### src/rtl/pwm_pkg.sv
package pwm_pkg;
  typedef enum logic [1:0] {
    SEL_PERIOD  = 2'd0,
    SEL_DUTY_HI = 2'd1,
    SEL_DUTY_LO = 2'd2,
    SEL_CTRL    = 2'd3
  } wr_sel_e;

  typedef struct packed {
    logic [1:0] ps_code;
    logic       drv_dis;
    logic       run;
  } ctrl_t;

  localparam int CTRL_W = 4;
endpackage

### src/rtl/pwm_regs.sv
module pwm_regs
  import pwm_pkg::*;
#(
  parameter int TMR_W = 8,
  parameter int SUB_W = 2,
  localparam int DUTY_W = TMR_W + SUB_W
) (
  input  logic              clk,
  input  logic              rst_n,
  input  logic              wr_en,
  input  logic [1:0]        wr_sel,
  input  logic [TMR_W-1:0]  wr_data,
  output logic [TMR_W-1:0]  period_q,
  output logic [DUTY_W-1:0] master_q,
  output ctrl_t             ctrl_q
);
  logic [TMR_W-1:0]  period_d;
  logic [DUTY_W-1:0] master_d;
  ctrl_t             ctrl_d;

  always_comb begin
    period_d = period_q;
    master_d = master_q;
    ctrl_d   = ctrl_q;
    if (wr_en) begin
      unique case (wr_sel_e'(wr_sel))
        SEL_PERIOD:  period_d = wr_data;
        SEL_DUTY_HI: master_d[DUTY_W-1:SUB_W] = wr_data;
        SEL_DUTY_LO: master_d[SUB_W-1:0] = wr_data[SUB_W-1:0];
        SEL_CTRL:    ctrl_d = ctrl_t'(wr_data[CTRL_W-1:0]);
        default:     ;
      endcase
    end
  end

  always_ff @(posedge clk or negedge rst_n) begin
    if (!rst_n) begin
      period_q <= '0;
      master_q <= '0;
      ctrl_q   <= '{ps_code: 2'b00, drv_dis: 1'b1, run: 1'b0};
    end else begin
      period_q <= period_d;
      master_q <= master_d;
      ctrl_q   <= ctrl_d;
    end
  end
endmodule

### src/rtl/pwm_timebase.sv
module pwm_timebase #(
  parameter int TMR_W  = 8,
  parameter int SUB_W  = 2,
  parameter int PS_MID = 2,
  parameter int PS_MAX = 4,
  localparam int DUTY_W = TMR_W + SUB_W
) (
  input  logic              clk,
  input  logic              rst_n,
  input  logic              run,
  input  logic [1:0]        ps_code,
  input  logic [TMR_W-1:0]  period,
  output logic [DUTY_W-1:0] base_q,
  output logic              tick,
  output logic              wrap
);
  localparam logic [PS_MAX-1:0] LIM_MID = PS_MAX'((1 << PS_MID) - 1);
  localparam logic [PS_MAX-1:0] LIM_MAX = PS_MAX'((1 << PS_MAX) - 1);

  logic [PS_MAX-1:0] presc_q, presc_d, lim;
  logic [DUTY_W-1:0] base_d, last;

  always_comb begin
    unique case (ps_code)
      2'b00:   lim = '0;
      2'b01:   lim = LIM_MID;
      default: lim = LIM_MAX;
    endcase
  end

  assign last = {period, {SUB_W{1'b1}}};
  assign tick = run & (presc_q >= lim);
  assign wrap = tick & (base_q >= last);

  always_comb begin
    if (!run || tick) presc_d = '0;
    else              presc_d = presc_q + 1'b1;
    if (!run || wrap) base_d = '0;
    else if (tick)    base_d = base_q + 1'b1;
    else              base_d = base_q;
  end

  always_ff @(posedge clk or negedge rst_n) begin
    if (!rst_n) begin
      presc_q <= '0;
      base_q  <= '0;
    end else begin
      presc_q <= presc_d;
      base_q  <= base_d;
    end
  end
endmodule

### src/rtl/pwm_duty.sv
module pwm_duty #(
  parameter int DUTY_W = 10
) (
  input  logic              clk,
  input  logic              rst_n,
  input  logic              run,
  input  logic              tick,
  input  logic              wrap,
  input  logic [DUTY_W-1:0] base_q,
  input  logic [DUTY_W-1:0] master,
  output logic [DUTY_W-1:0] slave_q,
  output logic              pwm_q
);
  logic [DUTY_W-1:0] slave_d, base_inc;
  logic              pwm_d, reload;

  assign reload   = !run || wrap;
  assign base_inc = base_q + 1'b1;

  always_comb begin
    slave_d = reload ? master : slave_q;
    if (reload)                        pwm_d = (master != '0);
    else if (tick && base_inc == slave_q) pwm_d = 1'b0;
    else                               pwm_d = pwm_q;
  end

  always_ff @(posedge clk or negedge rst_n) begin
    if (!rst_n) begin
      slave_q <= '0;
      pwm_q   <= 1'b0;
    end else begin
      slave_q <= slave_d;
      pwm_q   <= pwm_d;
    end
  end
endmodule

### src/rtl/pwm_gen.sv
module pwm_gen
  import pwm_pkg::*;
#(
  parameter int TMR_W  = 8,
  parameter int SUB_W  = 2,
  parameter int PS_MID = 2,
  parameter int PS_MAX = 4,
  localparam int DUTY_W = TMR_W + SUB_W
) (
  input  logic              clk,
  input  logic              rst_n,
  input  logic              wr_en,
  input  logic [1:0]        wr_sel,
  input  logic [TMR_W-1:0]  wr_data,
  input  logic              port_latch,
  output logic              pin_out,
  output logic              pin_oe,
  output logic [DUTY_W-1:0] slave_duty
);
  logic [1:0]        rst_sync;
  logic              rst_int_n;
  logic [TMR_W-1:0]  period_q;
  logic [DUTY_W-1:0] master_q, base_q, slave_q;
  ctrl_t             ctrl_q;
  logic              run_en, tick, wrap, pwm_q;

  always_ff @(posedge clk or negedge rst_n) begin
    if (!rst_n) rst_sync <= 2'b00;
    else        rst_sync <= {rst_sync[0], 1'b1};
  end
  assign rst_int_n = rst_sync[1];

  pwm_regs #(.TMR_W(TMR_W), .SUB_W(SUB_W)) u_regs (
    .clk(clk), .rst_n(rst_int_n), .wr_en(wr_en), .wr_sel(wr_sel),
    .wr_data(wr_data), .period_q(period_q), .master_q(master_q), .ctrl_q(ctrl_q)
  );

  assign run_en = ctrl_q.run;

  pwm_timebase #(.TMR_W(TMR_W), .SUB_W(SUB_W), .PS_MID(PS_MID), .PS_MAX(PS_MAX)) u_tb (
    .clk(clk), .rst_n(rst_int_n), .run(run_en), .ps_code(ctrl_q.ps_code),
    .period(period_q), .base_q(base_q), .tick(tick), .wrap(wrap)
  );

  pwm_duty #(.DUTY_W(DUTY_W)) u_duty (
    .clk(clk), .rst_n(rst_int_n), .run(run_en), .tick(tick), .wrap(wrap),
    .base_q(base_q), .master(master_q), .slave_q(slave_q), .pwm_q(pwm_q)
  );

  assign pin_out    = run_en ? pwm_q : port_latch;
  assign pin_oe     = ~ctrl_q.drv_dis;
  assign slave_duty = slave_q;
endmodule

### config.mk
export PLATFORM = sky130hd
export DESIGN_NAME = pwm_gen
export DESIGN_NICKNAME = d
export VERILOG_FILES = /design/src/rtl/pwm_pkg.sv /design/src/rtl/pwm_regs.sv /design/src/rtl/pwm_timebase.sv /design/src/rtl/pwm_duty.sv /design/src/rtl/pwm_gen.sv
export SDC_FILE = /design/constraint.sdc
export NUM_CORES = 1
export LEC_CHECK = 0
export CAP_MARGIN = 20
export CORE_MARGIN = 4
export CORE_UTILIZATION = 42
export DETAILED_ROUTE_END_ITERATION = 10
export DONT_BUFFER_PORTS = 1
export GPL_TIMING_DRIVEN = 0
export PLACE_DENSITY = 0.63
export SYNTH_ARGS = -nofsm -noshare
export SYNTH_HDL_FRONTEND = slang
export SYNTH_SLANG_ARGS = --single-unit
### constraint.sdc
create_clock -name clk -period 1.56 [get_ports clk]
set_input_delay 0.078 -clock clk [delete_from_list [all_inputs] [get_ports clk]]
set_output_delay 0.078 -clock clk [all_outputs]
set_load 0.005 [all_outputs]
# Word level (Yosys, flattened, before mapping)
# Cells that the tools add are included.
# word_totals
register_bits,49
output_inout_bits,12
inputBits,14
wordCells,43
# op_classes
bitwise,3
n_mux,7
eq_ne,5
addsub,2
reduce_logical,13
n_lt_le_gt_ge,2
# op_table
op,n
$mux 10,2
$add 10x1->10 const B,1
$eq 10x10->1,1
$ge 10x10->1,1
$reduce_bool 10->1,1
$pmux 4 s2,1
$reduce_and 2->1,4
$add 4x1->4 const B,1
$eq 2x1->1 const B,2
$eq 2x2->1 const B,2
$ge 4x4->1,1
$logic_not 2->1,2
$mux 4,1
$reduce_bool 2->1,2
$mux 1,3
$and 1x1->1,2
$logic_or 1x1->1,2
$logic_and 1x1->1,1
$logic_not 1->1,1
$not 1->1,1

# Depth between registers and ports, before layout
# Gate-level depths: netlist (run 1).
# depth
depth_word,7
mapped_depth,9
ltp_nobuf,8

# Hierarchy
# From an unflattened synthesis (run 1), not the netlist that was laid out.
# hier_totals
cells_unflattened,288
hier_area_um2,2851.5
# modules_own_cells
module,area_per_inst_um2,instances,seq_area_each_um2,cells_per_inst
pwm_timebase,1099.8,1,350.3,129
pwm_regs,842.1,1,551.8,48
pwm_duty,837.1,1,275.3,106
pwm_gen,72.6,1,50.0,5

# Worst setup path after synthesis (run 1)
# No wires, ideal clock.
# synth_path
kind,register -> register
from,reg u_regs.ctrl_q[3] (netlist name)
to,reg u_duty.slave_q[3]
slack_ns,-0.808
synth_period_minus_slack_ns,2.368
t_required_ns,1.435
setup_ns,0.125
arrival_ns,2.243
stages_incl_launch_ff,9
path_buffers,1
cell_sequence,dfrtp_1 > or2_2 > ha_1 > nand2b_4 > a2111oi_4 > o21ai_4 > and2_4 > buf_6 > mux2_4
# synth_via
elab_chain_cells,6
elab_cells_between_ends,7
classes_between,1 x order compare; 1 x eq/ne; 1 x mux; 2 x bitwise; 2 x reduce/logical
# synth_lines
item,line,text
$eq 2x1->1 or $logic_not 2->1 (tied branches),pwm_timebase.sv:24,unique case (ps_code)
$pmux 4 s2 *,pwm_timebase.sv:24,
$ge 4x4->1 *,pwm_timebase.sv:32,assign tick = run & (presc_q >= lim);
$and 1x1->1 *,pwm_timebase.sv:32,
$and 1x1->1 *,pwm_timebase.sv:33,assign wrap = tick & (base_q >= last);
$logic_or 1x1->1 *,pwm_duty.sv:17,assign reload = !run || wrap;
end signal: assignment,pwm_duty.sv:32,slave_q <= slave_d;
end: declaration,pwm_duty.sv:11,"output logic [DUTY_W-1:0] slave_q,"
# Every way passes the cells marked *; elsewhere a longest branch is shown, timed or not.
# A chain may end at the register's enable or synchronous reset.

# Worst setup path in the final report (run 1)
# layout_path
from,reg u_regs.ctrl_q[3] (netlist name)
to,reg u_duty.slave_q[7]
# layout_via
elab_chain_cells,6
elab_cells_between_ends,7
classes_between,1 x order compare; 1 x eq/ne; 1 x mux; 2 x bitwise; 2 x reduce/logical
# layout_lines
item,line
$eq 2x1->1 or $logic_not 2->1 (tied branches),pwm_timebase.sv:24
$pmux 4 s2 *,pwm_timebase.sv:24
$ge 4x4->1 *,pwm_timebase.sv:32
$and 1x1->1 *,pwm_timebase.sv:32
$and 1x1->1 *,pwm_timebase.sv:33
$logic_or 1x1->1 *,pwm_duty.sv:17
# Marks and branches as above.

==> results of run 1 <==
Yosys cell counts, types with 2 or more instances:
cell       n  area, um^2
a31oi_1    2        12.5
nor2_1    10        37.5
inv_1     13        48.8
a21oi_1    5        25.0
xor2_1     4        35.0
nor3b_1    2        15.0
nand2b_1   3        18.8
nand3_1    3        15.0
o21ai_0   25         125
nand3b_1   2        15.0
ha_1      14         175
mux2_4     7         105
xnor2_1   11        96.3
o31ai_1    3        22.5
nor3_1     6        30.0
nand2_1   25        93.8
buf_2      4        20.0
nand4_1    3        18.8
or4_1      2        15.0
nand2b_4   2        27.5
and3_1     3        18.8
mux2_2    17         191
o41ai_1    3        26.3
dfrtp_1   48        1200
o21a_1     2        15.0
power breakdown:
part	leakage, nW	switching (mW)	internal (mW)
combinational	0.733	0.700	0.985
clock	0.0591	0.450	0.489
sequential	0.603	0.396	1.58
routing by layer:
| metal | vias up | share of wire (%) | GRT usage, % |
|---|---|---|---|
| met5 | - | 0 | 0 |
| met4 | 0 | 1.9 | 5.67 |
| met3 | 10 | 3.8 | 3.33 |
| met2 | 33 | 48 | 24.8 |
| met1 | 921 | 46 | 21.4 |
| li1 | 909 | - | - |
metrics by stage:
| step | hold WS, ns | instance area, um^2 | setup TNS (ns) | power (mW) | std cells |
|---|---|---|---|---|---|
| final | 0.0523 | 3180 | -12.50 | 4.60 | 347 |
| after CTS | 0.0411 | 3030 | -14.57 | 4.41 | 338 |
| after detailed placement | -0.218 | 2790 | -13.68 | 3.37 | 316 |
| after floorplan | -0.218 | 2670 | -9.34 | 3.03 | 240 |
| after global placement | -0.218 | 2760 | -35.16 | 3.32 | 315 |
| after global routing | 0.0576 | 3180 | -15.04 | 4.91 | 347 |
path summary, 6_finish.rpt:
path	slack [ns]	endpoint	from	cells after the start
min in group asynchronous	0.18	u_regs.master_q[9]$_DFFE_PN0P_	rst_sync[1]$_DFF_PN0_	0
min reg2reg	0.18	u_regs.master_q[9]$_DFFE_PN0P_	rst_sync[1]$_DFF_PN0_	0
min	0.05	u_regs.period_q[0]$_DFFE_PN0P_	wr_sel[1]	3
max in group asynchronous	0.83	u_regs.ctrl_q[1]$_DFFE_PN1P_	rst_sync[1]$_DFF_PN0_	1
max	-0.64	u_duty.slave_q[7]$_DFFE_PN0P_	u_regs.ctrl_q[3]$_DFFE_PN0P_	8
max reg2reg	-0.64	u_duty.slave_q[7]$_DFFE_PN0P_	u_regs.ctrl_q[3]$_DFFE_PN0P_	8
cell type report:
cell class / instances / share of cell area, %
buffer: 6 / 1.57
multi-input combinational: 172 / 43.9
clock inverter: 3 / 1.49
sequential: 49 / 38.7
inverter: 13 / 1.53
tap: 75 / 2.95
clock buffer: 5 / 2.16
timing repair buffer: 24 / 7.63
registers in the layout, indices dropped and copies added, names as in the netlist:
| register | cells |
|---|---|
| rst_sync | 2 |
| u_duty.pwm_q | 1 |
| u_duty.slave_q | 10 |
| u_regs.ctrl_q | 4 |
| u_regs.master_q | 10 |
| u_regs.period_q | 8 |
| u_tb.base_q | 10 |
| u_tb.presc_q | 4 |
cell families (layout without fill, tap and decap cells):
logic type	after synthesis	count (layout)	synth area share, %
other	1	1	0.144
XOR/XNOR	15	15	5.04
AO/OA/AOI/OAI	50	50	12.7
buffers and inverters	19	51	3.22
AND/OR/NAND/NOR	68	68	13.7
adder cells (fa/ha/maj)	14	14	6.72
flip-flops	49	49	47.1
multiplexers	24	24	11.4
critical path, cell delays in order (launching register included):
cell and delay (ns):
dfrtp_1 0.39, or2_4 0.27, inv_1 0.09, ha_4 0.20, a2111oi_4 0.41, o21ai_4 0.09, and2_4 0.18, clkbuf_16 0.15
mux2_4 0.29
what timing repair did:
item                       in CTS  in global routing
setup endpoints to repair      25                 25
gates cloned                    0                  1
hold endpoints to repair       24                  0
hold buffers                   10                  0
pin swaps                       4                  6
setup buffers                   4                  9
gates resized for setup         0                 17
==> results by group, run 1 <==
Timing
  • Max Clock Skew: 0.00747 ns
  • Minimum clock period: 2.20 ns
  • Worst setup margin: -0.637 ns
  • Final hold vios: 0
  • Final max-slew violation count: 0
  • Post-route clock period utilization: 141%
  • Fmax: 455 MHz
  • Slew headroom: 50.7%
  • Final number of setup-violating endpoints: 25
  • RSZ-0062 raised after global routing: yes
  • Worst-margin pin slew: 0.737 ns

GRT
  • Grt total ovfl: 0
  • Largest net degree at the start of global routing: 34
  • GR Util All Layers: 15.7%
  • Initial antenna violation count: 0
  • First-pass GRT wire length: 9270 um
  • Vias in the first global route: 1853

Clock tree
  • Sink Count: 49
  • CTS tree: done
  • CTS root buffer: clkbuf_8
  • # H-tree levels: 2
  • CTS Buf Count: 5
  • Clock Latency Late Sink: 0.30 ns
  • Reg clk slew, reported paths: 0.10 ns
  • Max Root-Sink Buffers: 2

Placed design
  • Dpl ws: -0.807 ns
  • Final GP Congestion: 0.785
  • Number of I/O port buffers: 0
  • Dpl hpwl: 4120 um

Logic synthesis
  • Number of synthesized flops with an enable pin: 0
  • Syn_nets: 268
  • Post-synth ARST share: 100%
  • Post-synthesis sequential area ratio: 47.1%
  • Mapped Area: 2610 um^2
  • Leading register cell type out of synthesis: dfrtp_1
  • Synthesis-stage register bit count: 49
  • Count of cell types in the netlist: 46
  • Synth Instances: 240
  • Yosys warnings: 0
  • Average instance area after synthesis: 10.9 um^2

Worst setup path
  • Crit path launch type: flop
  • Arrival time worst endpoint: 2.39 ns
  • Critical Path Sink Type: flop
  • Type of the worst setup path: reg2reg
  • Critical Path Fanout Max: 4
  • Crit path required time: 1.75 ns

Power
  • Pwr per Cell Area: 1450 nW/um^2
  • Worst IR drop on VDD: 706 uV
  • Leakage Power: 1.39 nW

Layout
  • Utilization after layout: 53.4%
  • Commonest non-fill, non-tap cell in the layout: dfrtp_1
  • Most frequent cells in the layout: 44 x dfrtp_1, 23 x nand2_1, 17 x mux2_2
  • Filler cell count: 522
  • Multi-input gate area: 1400 um^2
  • Register Area: 1230 um^2
  • # diodes: 0
  • Fin nets: 299
  • Layout cells sized above 1: 28.3%
  • Area Overhead vs Synth: 22.1%

Die
  • Die X: 86.8 um
  • Starting Density: 43.8%
  • I/O pin cnt: 26
  • Die area: 7530 um^2
  • Core area: 5960 um^2
  • Die height: 86.8 um
  • Standard-cell rows: 28

Hold path
  • Hold Path Class: in2reg

Routing
  • DR WL/cell: 16.4 um
  • DR vias: 1873
  • Vias per cell: 5.40
  • Routed WL: 5690 um
  • DRC: 0
  • First-pass detailed-route iteration total: 4
  • Post-route ant nets: 0
  • DR iter-0 viols: 102

Status
  • Outcome: finished, violations left
  • Violated checks: negative setup slack

Job
  • MaxCap Viol Count: 0
(Power assumes the default switching activity.)
==> inputs of run 2 (changes only) <==
--- a/config.mk
+++ b/config.mk
@@ -12,6 +12,7 @@
 export DONT_BUFFER_PORTS = 1
 export GPL_TIMING_DRIVEN = 0
 export PLACE_DENSITY = 0.63
+export SKIP_CTS_REPAIR_TIMING = 1
 export SYNTH_ARGS = -nofsm -noshare
 export SYNTH_HDL_FRONTEND = slang
 export SYNTH_SLANG_ARGS = --single-unit
==> results by group, run 2 (synthesis gave the netlist of run 1 again) <==
Status
  • Outcome: finished, violations left
  • Violated checks: negative setup slack

Placed design
  • Dpl hpwl: 4120 um (unchanged)
  • Cell total after placement: 316 (unchanged)
  • Number of I/O port buffers: 0 (unchanged)
  • Placed Area: 2790 um^2 (unchanged)
  • Dpl ws: -0.807 ns (unchanged)
  • Final GP Congestion: 0.785 (unchanged)

Job
  • MaxCap Viol Count: 0 (unchanged)

Power
  • Total power: 4.54 mW (-1.3%)
  • Clock power frac: 20.7% (+0.3 points)
  • Internal: 3.02 mW (-1.2%)
  • Leakage Power: 1.38 nW (-1.0%)
  • Seq pwr share: 43.3% (+0.3 points)
  • Worst IR drop on VDD: 870 uV (+23%)
  • Pwr per Cell Area: 1450 nW/um^2 (about the same)
  • Switching Fraction: 33.6% (-0.051 points)
  • Comb power frac: 36.0% (-0.6 points)
  • NetSw: 1.52 mW (-1.4%)

Die
  • Core area: 5960 um^2 (unchanged)
  • Starting Density: 43.8% (unchanged)
  • Die area: 7530 um^2 (unchanged)
  • Standard-cell rows: 28 (unchanged)
  • Die height: 86.8 um (unchanged)
  • I/O pin cnt: 26 (unchanged)
  • Die X: 86.8 um (unchanged)

Layout
  • Fin nets: 297 (-0.67%)
  • Largest registers: u_duty.slave_q: 10 flops, u_regs.master_q: 10 flops, u_tb.base_q: 10 flops
  • Final instance area: 3140 um^2 (-1.3%)
  • Post-Layout Cell Count: 345 (-0.58%)
  • Layout cells sized above 1: 25.6% (-2.8 points)
  • Utilization after layout: 52.7% (-0.71 points)
  • # diodes: 0 (unchanged)
  • Most frequent cells in the layout: 47 x dfrtp_1, 23 x nand2_1, 17 x mux2_2
  • Area Overhead vs Synth: 20.5%
  • Commonest non-fill, non-tap cell in the layout: dfrtp_1

Worst setup path
  • Start of the worst register-to-register path: u_regs.ctrl_q[2]$_DFFE_PN0P_
  • Critical R2R Capture: u_duty.slave_q[7]$_DFFE_PN0P_
  • Critical path destination: u_duty.slave_q[7]$_DFFE_PN0P_
  • Critical Path Fanout Max: 5 (+1)
  • Critical Path Sink Type: flop
  • Crit path required time: 1.75 ns (about the same)
  • Slack of the worst reg-to-reg path: -0.77 ns (-0.13 ns)
  • Crit path launch type: flop
  • Crit path from: u_regs.ctrl_q[2]$_DFFE_PN0P_
  • Reg2reg path depth: 8 (unchanged)
  • Type of the worst setup path: reg2reg
  • Arrival time worst endpoint: 2.52 ns (+0.13 ns)

Routing
  • DR WL/cell: 16.1 um (-1.5%)
  • Vias per cell: 5.40 (about the same)
  • Routed WL: 5570 um (-2.1%)
  • DR iter-0 viols: 124 (+22%)
  • Post-route ant nets: 0 (unchanged)
  • DR vias: 1862 (-0.59%)
  • DRC: 0 (unchanged)
  • First-pass detailed-route iteration total: 4 (unchanged)

Clock tree
  • CTS tree: done
  • # H-tree levels: 2 (unchanged)
  • CTS root buffer: clkbuf_8
  • Sink Count: 49 (unchanged)
  • Reg clk slew, reported paths: 0.10 ns (about the same)
  • CTS Buf Count: 5 (unchanged)
  • Max Root-Sink Buffers: 2 (unchanged)
  • Clock Latency Late Sink: 0.30 ns (about the same)

Timing
  • Minimum clock period: 2.33 ns (+0.132 ns)
  • Worst-margin pin slew: 0.726 ns (-0.0110 ns)
  • Slew headroom: 51.5% (+0.74 points)
  • Fmax: 429 MHz (-5.7%)
  • Final max-slew violation count: 0 (unchanged)
  • RSZ-0062 raised after global routing: yes
  • Final hold vios: 0 (unchanged)
  • Post-route clock period utilization: 149% (+8.5 points)
  • Max Clock Skew: 0.00845 ns (+0.000983 ns)
  • Worst setup margin: -0.770 ns (-0.132 ns)
  • Final number of setup-violating endpoints: 25 (unchanged)

GRT
  • GR Util All Layers: 15.5% (-0.22 points)
  • Vias in the first global route: 1808 (-2.4%)
  • Initial antenna violation count: 0 (unchanged)
  • Grt total ovfl: 0 (unchanged)
  • First-pass GRT wire length: 9140 um (-1.3%)
  • Largest net degree at the start of global routing: 34 (unchanged)

Hold path
  • Hold Path Class: in2reg
==> run 2: final cells by class <==
| type | count | area [um^2] |
|---|---|---|
| fill | 531 | 2820 |
| inverter | 13 | 48.8 |
| clock buffer | 5 | 68.8 |
| sequential | 49 | 1230 |
| multi-input combinational | 172 | 1370 |
| timing repair buffer | 22 | 228 |
| clock inverter | 3 | 47.5 |
| buffer | 6 | 50.0 |
| tap | 75 | 93.8 |
==> run 2: how the worst min path moves through the flow <==
stage	from	slack, ns	cells after the start	endpoint
2_1_floorplan	rst_n	-0.22	0	rst_sync[0]$_DFF_PN0_
3_3_place_gp	rst_n	-0.22	0	rst_sync[1]$_DFF_PN0_
3_5_place_dp	rst_n	-0.22	0	rst_sync[0]$_DFF_PN0_
4_1_cts	rst_n	-0.55	0	rst_sync[1]$_DFF_PN0_
5_1_grt	wr_sel[1]	0.06	3	u_regs.period_q[0]$_DFFE_PN0P_
6_report	wr_sel[1]	0.05	3	u_regs.period_q[0]$_DFFE_PN0P_
==> run 2: worst max-delay path, cell delays in order (launching register included) <==
cell       delay [ns]
dfrtp_1          0.41
or2_4            0.27
ha_4             0.21
nand2b_4         0.14
a2111oi_4        0.42
o21ai_4          0.13
and2_4           0.19
clkbuf_16        0.15
mux2_4           0.29
==> run 2: stage by stage <==
step | setup TNS, ns | hold WS, ns
2_1_floorplan | -9.34 | -0.218
3_3_place_gp | -35.16 | -0.218
3_5_place_dp | -13.68 | -0.218
4_1_cts | -14.37 | -0.552
5_1_grt | -17.64 | 0.0557
6_report | -15.18 | 0.0518
==> run 2: per-layer routing <==
layer	GRT usage [%]	routed length (um)	vias to the layer above	part of all wire, %
met2	23.6	2680	33	48
met5	0	0	-	0
met3	3.99	209	7	3.8
li1	-	-	911	-
met1	21.2	2580	911	46
met4	6.09	87	0	1.6
==> run 2: power groups by stage <==
stage	logic [mW]	clock network, mW	registers [mW]
5_1_grt	1.79	1.04	2.02
3_5_place_dp	1.38	0	1.99
3_3_place_gp	1.33	0	1.99
6_report	1.64	0.939	1.97
2_1_floorplan	1.17	0	1.86
4_1_cts	1.39	0.968	1.97
==> inputs of run 3 (changes only) <==
--- a/config.mk
+++ b/config.mk
@@ -11,6 +11,7 @@
 export DETAILED_ROUTE_END_ITERATION = 10
 export DONT_BUFFER_PORTS = 1
 export GPL_TIMING_DRIVEN = 0
+export MAX_ROUTING_LAYER = met4
 export PLACE_DENSITY = 0.63
 export SKIP_CTS_REPAIR_TIMING = 1
 export SYNTH_ARGS = -nofsm -noshare
==> results by group, run 3 (synthesis gave the netlist of run 1 again) <==
Status
  • Outcome: finished, violations left
  • Violated checks: negative setup slack

Worst setup path
  • Crit path required time: 1.75 ns (about the same)
  • Critical Path Sink Type: flop
  • Crit path launch type: flop
  • Type of the worst setup path: reg2reg
  • Critical Path Fanout Max: 5 (unchanged)
  • Arrival time worst endpoint: 2.52 ns (about the same)

Layout
  • Largest registers: u_duty.slave_q: 10 flops, u_regs.master_q: 10 flops, u_tb.base_q: 10 flops
  • Most frequent cells in the layout: 47 x dfrtp_1, 23 x nand2_1, 17 x mux2_2
  • Filler cell count: 532 (+0.19%)
  • Post-Layout Cell Count: 346 (+0.29%)
  • Fin nets: 298 (+0.34%)
  • Area Overhead vs Synth: 20.7%
  • Layout cells sized above 1: 25.8% (+0.27 points)
  • # diodes: 0 (unchanged)
  • Commonest non-fill, non-tap cell in the layout: dfrtp_1

Routing
  • First-pass detailed-route iteration total: 4 (unchanged)
  • DR iter-0 viols: 96 (-23%)
  • DR vias: 1853 (-0.48%)
  • Vias per cell: 5.36 (-0.77%)
  • DR WL/cell: 16.0 um (-0.95%)
  • Post-route ant nets: 0 (unchanged)
  • Routed WL: 5530 um (-0.66%)
  • DRC: 0 (unchanged)

Clock tree
  • CTS tree: done
  • Sink Count: 49 (unchanged)
  • Max Root-Sink Buffers: 2 (unchanged)
  • CTS root buffer: clkbuf_8
  • Reg clk slew, reported paths: 0.10 ns (about the same)
  • CTS Buf Count: 5 (unchanged)
  • # H-tree levels: 2 (unchanged)
  • Clock Latency Late Sink: 0.30 ns (about the same)

Placed design
  • Final GP Congestion: 0.796 (+1.4%)
  • Number of I/O port buffers: 0 (unchanged)
  • Dpl hpwl: 4120 um (unchanged)
  • Cell total after placement: 316 (unchanged)
  • Dpl ws: -0.807 ns (unchanged)

Timing
  • Worst-margin pin slew: 0.726 ns (-0.00000495 ns)
  • Final number of setup-violating endpoints: 25 (unchanged)
  • Slew headroom: 51.5% (about the same)
  • Minimum clock period: 2.33 ns (+0.000405 ns)
  • Fmax: 429 MHz (about the same)
  • Final hold vios: 0 (unchanged)
  • RSZ-0062 raised after global routing: yes
  • Max Clock Skew: 0.00853 ns (+0.0000833 ns)
  • Post-route clock period utilization: 149% (about the same)
  • Final max-slew violation count: 0 (unchanged)
  • Worst setup margin: -0.770 ns (-0.000405 ns)

Die
  • Standard-cell rows: 28 (unchanged)
  • Die area: 7530 um^2 (unchanged)
  • Starting Density: 43.8% (unchanged)
  • Die X: 86.8 um (unchanged)
  • Core area: 5960 um^2 (unchanged)
  • I/O pin cnt: 26 (unchanged)
  • Die height: 86.8 um (unchanged)

Power
  • Worst IR drop on VDD: 865 uV (-0.53%)
  • Leakage Power: 1.38 nW (+0.35%)
  • Pwr per Cell Area: 1450 nW/um^2 (about the same)

GRT
  • Vias in the first global route: 1812 (+0.22%)
  • GR Util All Layers: 15.9% (+0.37 points)
  • Grt total ovfl: 0 (unchanged)
  • First-pass GRT wire length: 9100 um (-0.45%)
  • Initial antenna violation count: 0 (unchanged)
  • Largest net degree at the start of global routing: 34 (unchanged)

Hold path
  • Hold Path Class: in2reg

Job
  • MaxCap Viol Count: 0 (unchanged)
## run 3: cell types whose count changed in the layout (fill, tap and decap cells not counted), sizes merged
cell	delta
buf	+1
## run 3: path summary, 6_finish.rpt
kind	start	endpoint	slack, ns	depth (start not counted)
min in group asynchronous	rst_sync[1]$_DFF_PN0_	u_regs.master_q[9]$_DFFE_PN0P_	0.18	0
max in group asynchronous	rst_sync[1]$_DFF_PN0_	u_regs.ctrl_q[1]$_DFFE_PN1P_	0.83	1
worst min-delay path	wr_sel[1]	u_regs.period_q[0]$_DFFE_PN0P_	0.05	3
worst max-delay path	u_regs.ctrl_q[2]$_DFFE_PN0P_	u_duty.slave_q[7]$_DFFE_PN0P_	-0.77	8
worst max register to register	u_regs.ctrl_q[2]$_DFFE_PN0P_	u_duty.slave_q[7]$_DFFE_PN0P_	-0.77	8
worst min register to register	rst_sync[1]$_DFF_PN0_	u_regs.master_q[9]$_DFFE_PN0P_	0.18	0
## run 3: cell type report
class / count / area (um^2) / area share [%]
inverter: 13 / 48.8 / 1.55
timing repair buffer: 23 / 235 / 7.48
tap: 75 / 93.8 / 2.98
sequential: 49 / 1230 / 39.0
multi-input combinational: 172 / 1370 / 43.7
clock inverter: 3 / 47.5 / 1.51
clock buffer: 5 / 68.8 / 2.19
buffer: 6 / 50.0 / 1.59
## run 3: power breakdown
part | internal, mW | switching, mW
clock | 0.490 | 0.451
combinational | 0.958 | 0.685
sequential | 1.58 | 0.391
total | 3.02 | 1.53
## run 3: routing by layer
metal	track usage, %	vias to the layer above	routed length (um)
met5	-	-	0
met4	6.09	0	87
met3	3.90	7	230
met2	23.7	41	2670
met1	20.8	899	2540
li1	-	906	-
## run 3: metrics by stage
| step | hold slack [ns] | total power, mW | instance area [um^2] | TNS, ns | util (%) |
|---|---|---|---|---|---|
| after CTS | -0.552 | 4.33 | 2900 | -14.37 | 48.7 |
| after global routing | 0.0560 | 4.86 | 3150 | -17.69 | 52.8 |
| after global placement | -0.218 | 3.32 | 2760 | -35.16 | 46.4 |
| after floorplan | -0.218 | 3.03 | 2670 | -9.34 | - |
| after detailed placement | -0.218 | 3.37 | 2790 | -13.68 | 46.8 |
| final | 0.0530 | 4.55 | 3150 | -15.24 | 52.8 |
## run 3: critical path, cell delays in order (launching register included)
cell       delay [ns]
dfrtp_1          0.40
or2_4            0.28
ha_4             0.21
nand2b_4         0.14
a2111oi_4        0.42
o21ai_4          0.13
and2_4           0.19
clkbuf_16        0.15
mux2_4           0.29
